File: config.mk
export PLATFORM = sky130hd
export DESIGN_NAME = resp_tally
export DESIGN_NICKNAME = d
export VERILOG_FILES = /design/src/rtl/resp_tally_pkg.sv /design/src/rtl/tally_sat_cnt.sv /design/src/rtl/tally_pair_track.sv /design/src/rtl/tally_match.sv /design/src/rtl/resp_tally.sv
export SDC_FILE = /design/constraint.sdc
export NUM_CORES = 1
export LEC_CHECK = 0
export BUFFER_PORTS_ARGS = -buffer_cell sky130_fd_sc_hd__buf_2
export CAP_MARGIN = 20
export CORE_UTILIZATION = 44
export DETAILED_ROUTE_END_ITERATION = 8
export PLACE_DENSITY = 0.71
export SETUP_SLACK_MARGIN = 0.15
export SYNTH_ARGS = -nofsm -noshare
export SYNTH_HDL_FRONTEND = slang
export SYNTH_SLANG_ARGS = --single-unit
File: constraint.sdc
create_clock -name clk_i -period 2.51 [get_ports clk_i]
set_clock_uncertainty 0.1 [all_clocks]
set_input_delay 0.6275 -clock clk_i [delete_from_list [all_inputs] [get_ports clk_i]]
set_output_delay 0.6275 -clock clk_i [all_outputs]
set_load 0.02 [all_outputs]
File: src/rtl/resp_tally_pkg.sv
package resp_tally_pkg;
  typedef enum int {
    CNT_ONES   = 0,
    CNT_RISE   = 1,
    CNT_TOGGLE = 2
  } cnt_kind_e;

  localparam int NUM_CNT = 3;
endpackage

File: src/rtl/tally_sat_cnt.sv
module tally_sat_cnt #(
  parameter int W = 16
) (
  input  logic         clk_i,
  input  logic         rst_ni,
  input  logic         clr_i,
  input  logic         inc_i,
  output logic [W-1:0] q_o
);
  localparam logic [W-1:0] MaxVal = {W{1'b1}};

  always_ff @(posedge clk_i or negedge rst_ni) begin
    if (!rst_ni)                     q_o <= '0;
    else if (clr_i)                  q_o <= '0;
    else if (inc_i && q_o != MaxVal) q_o <= q_o + 1'b1;
  end
endmodule

File: src/rtl/tally_pair_track.sv
module tally_pair_track (
  input  logic clk_i,
  input  logic rst_ni,
  input  logic clr_i,
  input  logic valid_i,
  input  logic bit_i,
  output logic rise_o,
  output logic diff_o
);
  logic prev_q, first_q;

  always_ff @(posedge clk_i or negedge rst_ni) begin
    if (!rst_ni) begin
      prev_q  <= 1'b0;
      first_q <= 1'b1;
    end else if (clr_i) begin
      prev_q  <= 1'b0;
      first_q <= 1'b1;
    end else if (valid_i) begin
      prev_q  <= bit_i;
      first_q <= 1'b0;
    end
  end

  // the first bit after clear has no predecessor
  assign rise_o = valid_i && !first_q && !prev_q && bit_i;
  assign diff_o = valid_i && !first_q && (prev_q != bit_i);
endmodule

File: src/rtl/tally_match.sv
module tally_match #(
  parameter int W = 16,
  parameter int N = 3
) (
  input  logic         clk_i,
  input  logic         rst_ni,
  input  logic         clr_i,
  input  logic         eval_i,
  input  logic [W-1:0] cnt_i [N],
  input  logic [W-1:0] exp_i [N],
  output logic         match_o
);
  logic [N-1:0] eq;

  for (genvar g = 0; g < N; g++) begin : g_eq
    assign eq[g] = (cnt_i[g] == exp_i[g]);
  end

  always_ff @(posedge clk_i or negedge rst_ni) begin
    if (!rst_ni)     match_o <= 1'b0;
    else if (clr_i)  match_o <= 1'b0;
    else if (eval_i) match_o <= &eq;
  end
endmodule

File: src/rtl/resp_tally.sv
module resp_tally
  import resp_tally_pkg::*;
#(
  parameter int CNT_W = 16
) (
  input  logic             clk_i,
  input  logic             rst_ni,
  input  logic             clear_i,
  input  logic             valid_i,
  input  logic             bit_i,
  input  logic             finish_i,
  input  logic [CNT_W-1:0] exp_ones_i,
  input  logic [CNT_W-1:0] exp_rise_i,
  input  logic [CNT_W-1:0] exp_toggle_i,
  output logic [CNT_W-1:0] ones_o,
  output logic [CNT_W-1:0] rise_o,
  output logic [CNT_W-1:0] toggle_o,
  output logic             match_o
);
  logic [NUM_CNT-1:0] inc;
  logic [CNT_W-1:0]   cnt_q [NUM_CNT];
  logic [CNT_W-1:0]   exp_v [NUM_CNT];
  logic               rise_ev, diff_ev;

  tally_pair_track i_pair (
    .clk_i   (clk_i),
    .rst_ni  (rst_ni),
    .clr_i   (clear_i),
    .valid_i (valid_i),
    .bit_i   (bit_i),
    .rise_o  (rise_ev),
    .diff_o  (diff_ev)
  );

  assign inc[CNT_ONES]   = valid_i && bit_i;
  assign inc[CNT_RISE]   = rise_ev;
  assign inc[CNT_TOGGLE] = diff_ev;

  for (genvar g = 0; g < NUM_CNT; g++) begin : g_cnt
    tally_sat_cnt #(.W(CNT_W)) i_cnt (
      .clk_i  (clk_i),
      .rst_ni (rst_ni),
      .clr_i  (clear_i),
      .inc_i  (inc[g]),
      .q_o    (cnt_q[g])
    );
  end

  assign exp_v[CNT_ONES]   = exp_ones_i;
  assign exp_v[CNT_RISE]   = exp_rise_i;
  assign exp_v[CNT_TOGGLE] = exp_toggle_i;

  tally_match #(.W(CNT_W), .N(NUM_CNT)) i_match (
    .clk_i   (clk_i),
    .rst_ni  (rst_ni),
    .clr_i   (clear_i),
    .eval_i  (finish_i),
    .cnt_i   (cnt_q),
    .exp_i   (exp_v),
    .match_o (match_o)
  );

  assign ones_o   = cnt_q[CNT_ONES];
  assign rise_o   = cnt_q[CNT_RISE];
  assign toggle_o = cnt_q[CNT_TOGGLE];
endmodule

Word level (Yosys, flattened, before mapping)
Cells that the tools add are included.

Memories: 0. Bits in writable memories: 0. Word-level logic and storage cells: 44. ROM bits: 0. Bits in latches: 0. Bits in registers: 51.

Bitwise gates (word level): 0. Shifts and indexed selects: 0. $add $sub $neg: 3. Div/mod/pow operators: 0. $mul: 0. Reductions and logical operators: 16. Order comparisons: 0. Mux-type cells: 12. Eq/ne operators: 7.

Operator list (number): 16-bit 2-to-1 mux (6); 16-bit by 1-bit adder with 16-bit output, second input constant (3); 16-bit equality test (3); 16-bit inequality test, second input constant (3); 2-bit nonzero test (5); 1-bit logical AND (8); 1-bit 2-to-1 mux (6); 3-bit AND reduction (1); 1-bit zero test (2); 1-bit inequality test (1).

Logic depth before layout (Yosys ltp)
Gate-level depths: netlist of run 1.

Depth after elaboration: 7. Depth in mapped cells: 7. Gate-level depth less buffers: 6.

Cells and area by module
A second synthesis of run 1 with hierarchy kept.

Cells, all modules: 373. Area total of the unflattened synthesis: 3507.1 um^2.

By module, submodules not included: tally_sat_cnt (area each 942.2 um^2, cells each 98, seq. area each 400.4 um^2, times used 3); tally_match (area each 563.0 um^2, cells each 69, seq. area each 25.0 um^2, times used 1); tally_pair_track (area each 111.4 um^2, cells each 9, seq. area each 51.3 um^2, times used 1); resp_tally (area each 6.3 um^2, cells each 1, seq. area each 0.0 um^2, times used 1).

Worst setup path after synthesis of run 1
Ideal clock, no wire load.

Path type: reg2reg. Start point: reg g_cnt[2].i_cnt.q_o[0]. End point: reg g_cnt[2].i_cnt.q_o[10]. Period minus slack after synthesis: 2055 ps. Path slack: 455 ps. Stages on the path, launching flop included: 7. Data required time: 2278 ps. Arrival: 1823 ps. Setup time: 132 ps. Path buffers: 0. Cell sequence: dfrtp_1 ha_1 nand4_1 or2_2 nor4b_1 xnor2_1 nor2_1.

Cells in the longest elaborated chain, start to end: 3. Elaborated cells between the ends (all ways): 6.

Ends and longest elaborated chain: from (decl) (line tally_sat_cnt.sv:8) `output logic [W-1:0] q_o`; from (signal assigned) (line tally_sat_cnt.sv:15) `else if (inc_i && q_o != MaxVal) q_o <= q_o + 1'b1;`; 16-bit by 1-bit adder with 16-bit output or 16-bit inequality test (tied branches) (line tally_sat_cnt.sv:15); 16-bit 2-to-1 mux or 1-bit logical AND (tied branches) (line tally_sat_cnt.sv:15); 16-bit 2-to-1 mux or 2-bit nonzero test (tied branches).

Several ways; a longest one is shown, not always the timed one. The select of a mux whose other input is x is not followed. A chain may end at the register's enable or synchronous reset.

Final worst setup path of run 1
Start point: reg g_cnt[2].i_cnt.q_o[0]. End point: reg g_cnt[2].i_cnt.q_o[14].

The elaborated chain is that of the path after synthesis.

==> flow_metrics.tcl, run 1 <==
set metrics [dict create \
    tightest_slew_ns 0.6787 \
    placed_cells 544 \
    tns_ns 0 \
    clock_path_buffers 2 \
    core_area_sq_um 6944 \
    grt_usage 0.2372 \
    start_util 0.4674 \
    critical_path_required_ns 2.60 \
    numClockSinks 51 \
    dp_hpwl_um 6747 \
    insertedDiodeCount 0 \
    antenna_found_initial 0 \
    cts.clk_slew.worst_paths_ns 0.09 \
    cts_tree "done" \
    layout.nets 512 \
    ys_warn_count 0 \
    synthesis.area_sq_um 3246 \
    htree_levels 2 \
    grt_pass1_vias 2850 \
    holdBufCountCts 0 \
    die_height_um 87.89 \
    wl_um 8703 \
    hold_violations 0 \
    max-slew-margin-rel 0.5412 \
    drive_gt1_frac 0.2719 \
    clk_latency_ns 0.30 \
    ant_nets 0 \
    path_class "flip-flop to flip-flop" \
    vias_per_cell 5.415 \
    cap_violations 0 \
    die_area_sq_um 7724 \
    ys_ff_latch 51 \
    peakVddDrop_mv 0.1698 \
    leakage_nw 1.737 \
    cts_made_buffers 5 \
    die_w_um 87.89 \
    drt_first_iter_violations 147 \
    synthSimpleGateAreaFrac 0.2945 \
    report.final.setup_viol 0 \
    fin_crit_sh 0.8694 \
    cp_slowest_stage_delay_ns 0.53 \
    finalCriticalPeriod_ns 2.182 \
    hp-class "input port to asynchronous set/reset pin" \
    dr.pass1.iters 4 \
    crit_arrival_ns 2.27 \
    slew_viol_final 0 \
    rows 30 \
    synth_fa_ha_area_frac 0.01157 \
    ys_types 36 \
    top_level_ports 103 \
    ys_seq_area_frac 0.3936 \
    syn-mean-instance-area_sq_um 9.143 \
    wl_per_cell_um 15.77 \
    synth_edf_count 0 \
    syn2layout_area_growth_pct 23.05 \
    crit_cells 6 \
    grt_max_degree 32 \
    clockRootBuffer "clkbuf_8" \
    crit_start "g_cnt[2].i_cnt.q_o[0]$_DFFE_PN0P_" \
    stdcell_count 552 \
    layout_common_cells "buf_2 (102), xnor2_1 (70), dfrtp_1 (50), nor2_1 (48), nand4_1 (22)" \
    path_max_fanout 6 \
    vias 2989 \
    synth_xor_xnor_area_share 0.2348 \
    ys.flop_type "dfrtp_1" \
    worst_r2r_path_depth 6 \
    fmax_mhz 458.3 \
    crit_path_end "g_cnt[2].i_cnt.q_o[14]$_DFFE_PN0P_" \
    rsz0062_at_grt "false" \
    crit_path_top_delay_cell "dfrtp_1" \
    gp_congestion 0.8576 \
    rr_startpoint "g_cnt[2].i_cnt.q_o[0]$_DFFE_PN0P_" \
    hold_slack_ns 0.1818 \
    layout_commonest_cell "buf_2" \
    path_cells "ha_1, nand4_1, or2_2, nor4_1, mux2i_1, nor2_1" \
    synth_async_sr_flop_share 1.000 \
    synth_top_family_by_area "simple AND/OR/NAND/NOR gates" \
    grt_pass1_wl_um 13940 \
    fin_util 0.5751 \
    synth_compound_area_frac 0.03701 \
    worst_r2r_endpoint "g_cnt[2].i_cnt.q_o[14]$_DFFE_PN0P_" \
    reg2reg_slack_ns 0.33 \
    syn_nets 412 \
    crit_family "simple AND/OR/NAND/NOR gates" \
    start_kind "flip-flop" \
    port_buffers 102 \
    power.total_w 0.001584 \
    critPathBufInv 0 \
    grt_overflow 0 \
    power_density_nw_per_um2 396.6 \
    syn_inst 355 \
    end_kind "flip-flop" \
    drc 0 \
    synth.area.mux_share 0.003084 \
    status "complete, no violations" \
]
==> report_power, final <==
group | internal (W) | leakage [nW] | switching, W
clock | 0.000299 | 0.0524 | 0.000269
sequential | 0.000828 | 0.707 | 0.0000106
combinational | 0.0000781 | 0.977 | 0.0000992
total | 0.00120 | 1.74 | 0.000379
==> timing repair <==
action | in CTS | in global routing
setup buffers | 0 | 0
resized for setup | 0 | 1
endpoints found under the setup margin | 0 | 1
==> cell families after synthesis <==
| kind of cell | after synthesis |
|---|---|
| and+or+nand+nor | 172 |
| xor gates and xnor gates | 87 |
| DFF | 51 |
| AOI/OAI and AO/OA | 21 |
| buffers and inverters | 20 |
| adders and majority gates | 3 |
| muxes | 1 |
==> final cells by class <==
type | instances | area, sq um
flip-flops and latches | 51 | 1277
clock buffers | 7 | 76.32
multi-input cells | 284 | 1894
fillers | 645 | 2950
inverters | 6 | 22.52
repair buffers | 107 | 573.1
clock inverters | 1 | 30.03
well taps | 96 | 120.1
==> metal layers <==
layer	track usage	up-vias	routed length, um
li1	-	1434	-
met3	0.03959	20	418
met4	0.09240	0	252
met2	0.3791	108	4076
met1	0.3218	1427	3956
met5	0	-	0
==> synthesized netlist by cell type (2+ instances only) <==
cell type  number  area (sq um)
a21oi_1         9         45.04
a311oi_1        2         17.52
and3_1          2         12.51
and4_1          2         17.52
buf_2           6         30.03
clkbuf_1        8         30.03
dfrtp_1        50          1251
ha_1            3         37.54
inv_1           6         22.52
nand2_1        19         71.32
nand3_1        20         100.1
nand4_1        22         137.6
nor2_1         48         180.2
nor3_1         21         105.1
nor3b_1         4         30.03
nor4_1         11         68.82
nor4b_1         6         52.55
o21ai_0         8         40.04
or2_2           3         18.77
or3_1           4         25.02
xnor2_1        70         613.1
xor2_1         17         148.9
==> worst min-delay path by stage <==
stage / start / end / depth (start not counted)
finish: rst_ni / i_match.match_o$_DFFE_PN0P_ / 1
global route: rst_ni / g_cnt[0].i_cnt.q_o[15]$_DFFE_PN0P_ / 1
CTS: rst_ni / g_cnt[0].i_cnt.q_o[15]$_DFFE_PN0P_ / 1
detailed placement: i_match.match_o$_DFFE_PN0P_ / i_match.match_o$_DFFE_PN0P_ / 2
global placement: i_match.match_o$_DFFE_PN0P_ / i_match.match_o$_DFFE_PN0P_ / 2
floorplan: rst_ni / g_cnt[0].i_cnt.q_o[0]$_DFFE_PN0P_ / 0
==> sequential cells by signal (all words and copies together) (netlist names) <==
signal and cells:
i_pair.first_q 1, i_pair.prev_q 1, i_match.match_o 1, g_cnt.i_cnt.q_o 48
==> stage by stage <==
stage / setup slack [ns] / cell area [sq um]
global placement: 0.3737 / 3879
finish: 0.3278 / 3994
global route: 0.2051 / 3994
detailed placement: 0.2888 / 3879
CTS: 0.3138 / 3985
floorplan: 0.4548 / 3246
Power figures use the tool's default switching activity.
==> inputs of run 2 (changes only) <==
--- a/config.mk
+++ b/config.mk
@@ -9,8 +9,9 @@
 export CAP_MARGIN = 20
 export CORE_UTILIZATION = 44
 export DETAILED_ROUTE_END_ITERATION = 8
-export PLACE_DENSITY = 0.71
+export PLACE_DENSITY = 0.7
 export SETUP_SLACK_MARGIN = 0.15
 export SYNTH_ARGS = -nofsm -noshare
 export SYNTH_HDL_FRONTEND = slang
+export SYNTH_HIERARCHICAL = 1
 export SYNTH_SLANG_ARGS = --single-unit
==> run 2 against run 1 <==
Critical path depth unchanged. Sequential power hardly changed. Total power shrank 4.1%. Synthesized area rose by 8.1%. Largest cell class unchanged. Largest power group unchanged.
==> flow_metrics.tcl, run 2 <==
set metrics [dict create \
    path_max_fanout 16 \
    hold_violations 0 \
    syn_inst 373 \
    fmax_mhz 459.8 \
    die_area_sq_um 8332 \
    cap_violations 0 \
    ys_seq_area_frac 0.3643 \
    postCtsSetupBuffers 0 \
    fin_crit_sh 0.8666 \
    cts.clk_slew.worst_paths_ns 0.09 \
    die_w_um 91.28 \
    antenna_found_initial 0 \
    synth_commonest_cells "dfrtp_1 (50), xnor2_1 (37), a21oi_1 (33)" \
    critical_path_required_ns 2.61 \
    rsz0062_at_grt "false" \
    syn_nets 430 \
    grt_pass1_wl_um 15730 \
    core_area_sq_um 7727 \
    dr.pass1.iters 5 \
    die_height_um 91.28 \
    port_buffers 102 \
    crit_arrival_ns 2.27 \
    ys_types 38 \
    syn2layout_area_growth_pct 21.91 \
    clk_latency_ns 0.31 \
    leakage_nw 1.894 \
    synth_async_sr_flop_share 1.000 \
    layout_common_cells "buf_2 (102), dfrtp_1 (50), xnor2_1 (37), a21oi_1 (33), nand4_1 (28)" \
    synthTopCellsByArea "dfrtp_1 (36%), xnor2_1 (9.2%), nand4_1 (5.0%), a21oi_1 (4.7%), o31ai_1 (4.5%)" \
    holdBufCountCts 0 \
    preCtsSetupSlack_ns 0.1647 \
    ys_ff_latch 51 \
    rows 32 \
    numClockSinks 51 \
    design_area_sq_um 4275 \
    status "complete, no violations" \
    drt_first_iter_violations 269 \
    start_kind "flip-flop" \
    final.setup.worst_slack_ns 0.3350 \
    top_register "g_cnt.i_cnt/q_o" \
    drive_gt1_frac 0.3216 \
    slew_viol_final 0 \
    path_class "flip-flop to flip-flop" \
    peakVddDrop_mv 0.1688 \
    gp_congestion 0.9110 \
    drc 0 \
    vias 3431 \
    synthesis.area_sq_um 3507 \
    grt_pass1_vias 3115 \
    finalCriticalPeriod_ns 2.175 \
    dp_hpwl_um 7253 \
    cts_tree "done" \
    start_util 0.4539 \
    clockRootBuffer "clkbuf_8" \
    max-slew-margin-rel 0.3770 \
    synth_most_common_cell "dfrtp_1" \
    post_dp_cell_area_sq_um 4184 \
    largest_register_ffs 48 \
    tightest_slew_ns 0.9345 \
    power_density_nw_per_um2 355.4 \
    power.total_w 0.001519 \
    synth_top_area_share 0.3568 \
    end_kind "flip-flop" \
    grt_usage 0.2383 \
    synth_top_area_cell "dfrtp_1" \
    clock_path_buffers 2 \
    layout_commonest_cell "buf_2" \
    syn-mean-instance-area_sq_um 9.402 \
    ys_warn_count 6 \
    cts_made_buffers 5 \
    layout.nets 538 \
    wl_um 9682 \
    wl_per_cell_um 16.58 \
    report.final.setup_viol 0 \
    vias_per_cell 5.875 \
    top_level_ports 103 \
    synth_edf_count 0 \
    hp-class "input port to asynchronous set/reset pin" \
    grt_max_degree 51 \
    htree_levels 2 \
    grt_overflow 0 \
    insertedDiodeCount 0 \
    cts_resized 0 \
    tns_ns 0 \
    ant_nets 0 \
    ys.flop_type "dfrtp_1" \
]
run 2: cell types whose count changed in the layout (fill, tap and decap cells not counted), moves of 12 or more:
cell     previous run  this run
nor2_1             48        14
xnor2_1            70        37
a21oi_1             9        33
o31ai_1             0        21
nor3_1             21         4
or4_1               1        15
mux2_1              0        12
run 2: final cells by class:
cell class	instances	area (sq um)
clock buffer	7	86.33
clock inverter	1	5.005
fill	714	3452
inverter	10	37.54
multi-input combinational	297	2113
sequential	51	1277
tap	102	127.6
timing repair buffer	116	628.1
run 2: path summary, 6_finish.rpt:
path,startpoint,endpoint,slack (ns),cells after the start
hold / removal,rst_ni,g_cnt[2].i_cnt/q_o[5]$_DFFE_PN0P_,0.16,1
min in group clk_i,i_match/match_o$_DFFE_PN0P_,i_match/match_o$_DFFE_PN0P_,0.39,2
setup reg to reg,g_cnt[2].i_cnt/q_o[0]$_DFFE_PN0P_,g_cnt[2].i_cnt/q_o[9]$_DFFE_PN0P_,0.33,6
hold reg to reg,i_match/match_o$_DFFE_PN0P_,i_match/match_o$_DFFE_PN0P_,0.39,2
setup / recovery,g_cnt[2].i_cnt/q_o[0]$_DFFE_PN0P_,g_cnt[2].i_cnt/q_o[9]$_DFFE_PN0P_,0.33,6
max in group asynchronous,rst_ni,g_cnt[2].i_cnt/q_o[3]$_DFFE_PN0P_,1.55,2
run 2: critical path, cell delays in order, from the launching register on:
cell	delay (ns)
dfrtp_1	0.47
ha_1	0.27
nand4_2	0.16
nor4_4	0.39
buf_4	0.27
nor4_1	0.08
mux2_1	0.32
run 2: metrics by stage:
step | cells | hold slack [ns] | util
after floorplan | 373 | 0.2319 | -
after global placement | 576 | 0.3711 | 0.5415
after detailed placement | 576 | 0.3760 | 0.5415
after CTS | 584 | 0.1717 | 0.5533
after global routing | 584 | 0.1823 | 0.5533
final | 584 | 0.1607 | 0.5533
run 2: cell families after synthesis:
| family | Yosys count | share of synthesized area |
|---|---|---|
| buffers and inverters | 25 | 0.03318 |
| and+or+nand+nor | 158 | 0.2936 |
| muxes | 13 | 0.04138 |
| AOI/OAI and AO/OA | 74 | 0.1345 |
| DFF | 51 | 0.3643 |
| adders and majority gates | 3 | 0.01070 |
| xor gates and xnor gates | 49 | 0.1224 |
run 2: per-layer routing:
metal / track usage / vias up / share of wire
li1: - / 1641 / -
met1: 0.3294 / 1640 / 0.45
met2: 0.3832 / 133 / 0.47
met3: 0.03853 / 17 / 0.059
met4: 0.07143 / 0 / 0.020
met5: 0 / - / 0
run 2: power breakdown:
group          total, W  internal (W)  switching [W]
clock network  0.000499      0.000223       0.000276
logic          0.000184     0.0000793       0.000105
registers      0.000836      0.000827     0.00000873
total           0.00152       0.00113       0.000390
==> inputs of run 3 (changes only) <==
--- a/config.mk
+++ b/config.mk
@@ -9,7 +9,7 @@
 export CAP_MARGIN = 20
 export CORE_UTILIZATION = 44
 export DETAILED_ROUTE_END_ITERATION = 8
-export PLACE_DENSITY = 0.7
+export PLACE_DENSITY = 0.77
 export SETUP_SLACK_MARGIN = 0.15
 export SYNTH_ARGS = -nofsm -noshare
 export SYNTH_HDL_FRONTEND = slang
==> constraint.sdc (replaced) <==
create_clock -name clk_i -period 2.51 [get_ports clk_i]
set_clock_uncertainty 0.1 [all_clocks]
set_input_delay 0.6275 -clock clk_i [delete_from_list [all_inputs] [get_ports clk_i]]
set_output_delay 0.6275 -clock clk_i [all_outputs]
set_load 0.1 [all_outputs]
==> run 3 against run 2 <==
First-iteration DRC count grew 1.9%. Clock power down 4.2%. Combinational power is 11% higher. Via count up 1.5%. Worst hold slack improved by 0.17 ns. Final cell count down 0.34%. Flip-flop and latch count did not move. Count of clock-buffer cells in the layout fell by 1. Critical path type unchanged. Critical endpoint is now g_cnt[2].i_cnt/q_o[13]$_DFFE_PN0P_.
==> flow_metrics.tcl, run 3 (synthesized netlist as in run 2, its figures left out) <==
set metrics [dict create \
    status "complete, no violations" \
    grt_usage 0.2437 \
    wl_um 9699 \
    path_max_fanout 13 \
    crit_path_top_delay_cell "nor4_4" \
    top_level_ports 103 \
    core_area_sq_um 7727 \
    grt_pass1_wl_um 16010 \
    drive_gt1_frac 0.3813 \
    layout.nets 536 \
    grt_pass1_vias 3268 \
    power_density_nw_per_um2 354.0 \
    crit_family "simple AND/OR/NAND/NOR gates" \
    numClockSinks 51 \
    top_register "g_cnt.i_cnt/q_o" \
    antenna_found_initial 0 \
    worst_r2r_path_depth 5 \
    cts_resized 0 \
    start_kind "flip-flop" \
    drc 0 \
    die_w_um 91.28 \
    start_util 0.4539 \
    port_buffers 102 \
    critical_path_required_ns 2.60 \
    cts_tree "done" \
    clk_latency_ns 0.31 \
    crit_cells 5 \
    holdBufCountCts 0 \
    vias_per_cell 5.983 \
    largest_register_ffs 48 \
    clock_path_buffers 2 \
    hp-class "input port to asynchronous set/reset pin" \
    ant_nets 0 \
    drt_first_iter_violations 274 \
    cp_slowest_stage_delay_ns 0.68 \
    cts_made_buffers 5 \
    gp_congestion 0.9402 \
    clockRootBuffer "clkbuf_8" \
    layout_commonest_cell "buf_2" \
    peakVddDrop_mv 0.2399 \
    postCtsSetupBuffers 0 \
    grt_overflow 0 \
    die_area_sq_um 8332 \
    power.total_w 0.001519 \
    dr.pass1.iters 5 \
    hold_violations 0 \
    finalCriticalPeriod_ns 2.242 \
    wl_per_cell_um 16.66 \
    vias 3482 \
    cap_violations 0 \
    path_cells "ha_1, nand4_2, nor4_4, nor4_1, mux2_1" \
    fmax_mhz 446.0 \
    die_height_um 91.28 \
    layout_common_cells "buf_2 (102), xnor2_1 (37), a21oi_1 (33), dfrtp_2 (30), nand4_1 (28)" \
    end_kind "flip-flop" \
    critPathBufInv 0 \
    htree_levels 2 \
    tns_ns 0 \
    cts.clk_slew.worst_paths_ns 0.09 \
    rsz0062_at_grt "false" \
    grt_max_degree 52 \
    path_class "flip-flop to flip-flop" \
    crit_arrival_ns 2.34 \
    leakage_nw 1.826 \
    dp_hpwl_um 7127 \
    fin_crit_sh 0.8933 \
    slew_viol_final 0 \
    tightest_slew_ns 0.8883 \
    insertedDiodeCount 0 \
    report.final.setup_viol 0 \
    rows 32 \
    hold_slack_ns 0.3270 \
    syn2layout_area_growth_pct 22.37 \
    max-slew-margin-rel 0.4078 \
]
run 3: power by group:
| part | internal [W] | total, W | switching [W] |
|---|---|---|---|
| Combinational | 0.0000792 | 0.000205 | 0.000125 |
| Sequential | 0.000827 | 0.000836 | 0.00000861 |
| Clock | 0.000196 | 0.000478 | 0.000283 |
run 3: metal layers:
layer	up-vias	global-route usage	wire, um
met5	-	0	0
met3	10	0.04020	739
met4	0	0.07672	163
li1	1632	-	-
met2	188	0.3895	4425
met1	1652	0.3372	4369
run 3: per-stage QoR:
stage	setup slack, ns	area [sq um]	util	instances
2_1_floorplan	0.1544	3545	-	373
3_5_place_dp	0.1329	4207	0.5444	574
4_1_cts	0.2927	4292	0.5554	582
3_3_place_gp	0.1883	4207	0.5444	574
6_report	0.2678	4292	0.5554	582
5_1_grt	0.1720	4292	0.5554	582
run 3: final timing paths:
kind	from	endpoint	slack, ns
setup / recovery	g_cnt[2].i_cnt/q_o[0]$_DFFE_PN0P_	g_cnt[2].i_cnt/q_o[13]$_DFFE_PN0P_	0.27
hold reg to reg	i_match/match_o$_DFFE_PN0P_	i_match/match_o$_DFFE_PN0P_	0.40
min in group clk_i	i_match/match_o$_DFFE_PN0P_	i_match/match_o$_DFFE_PN0P_	0.40
setup reg to reg	g_cnt[2].i_cnt/q_o[0]$_DFFE_PN0P_	g_cnt[2].i_cnt/q_o[13]$_DFFE_PN0P_	0.27
max in group asynchronous	rst_ni	g_cnt[2].i_cnt/q_o[5]$_DFFE_PN0P_	1.49
hold / removal	rst_ni	g_cnt[0].i_cnt/q_o[10]$_DFFE_PN0P_	0.33
run 3: cell type report:
cell class	count	area [sq um]
clock buffers	6	72.57
well taps	102	127.6
inverters	10	37.54
flip-flops and latches	51	1315
fillers	702	3436
repair buffers	114	613.1
clock inverters	2	12.51
multi-input cells	297	2113
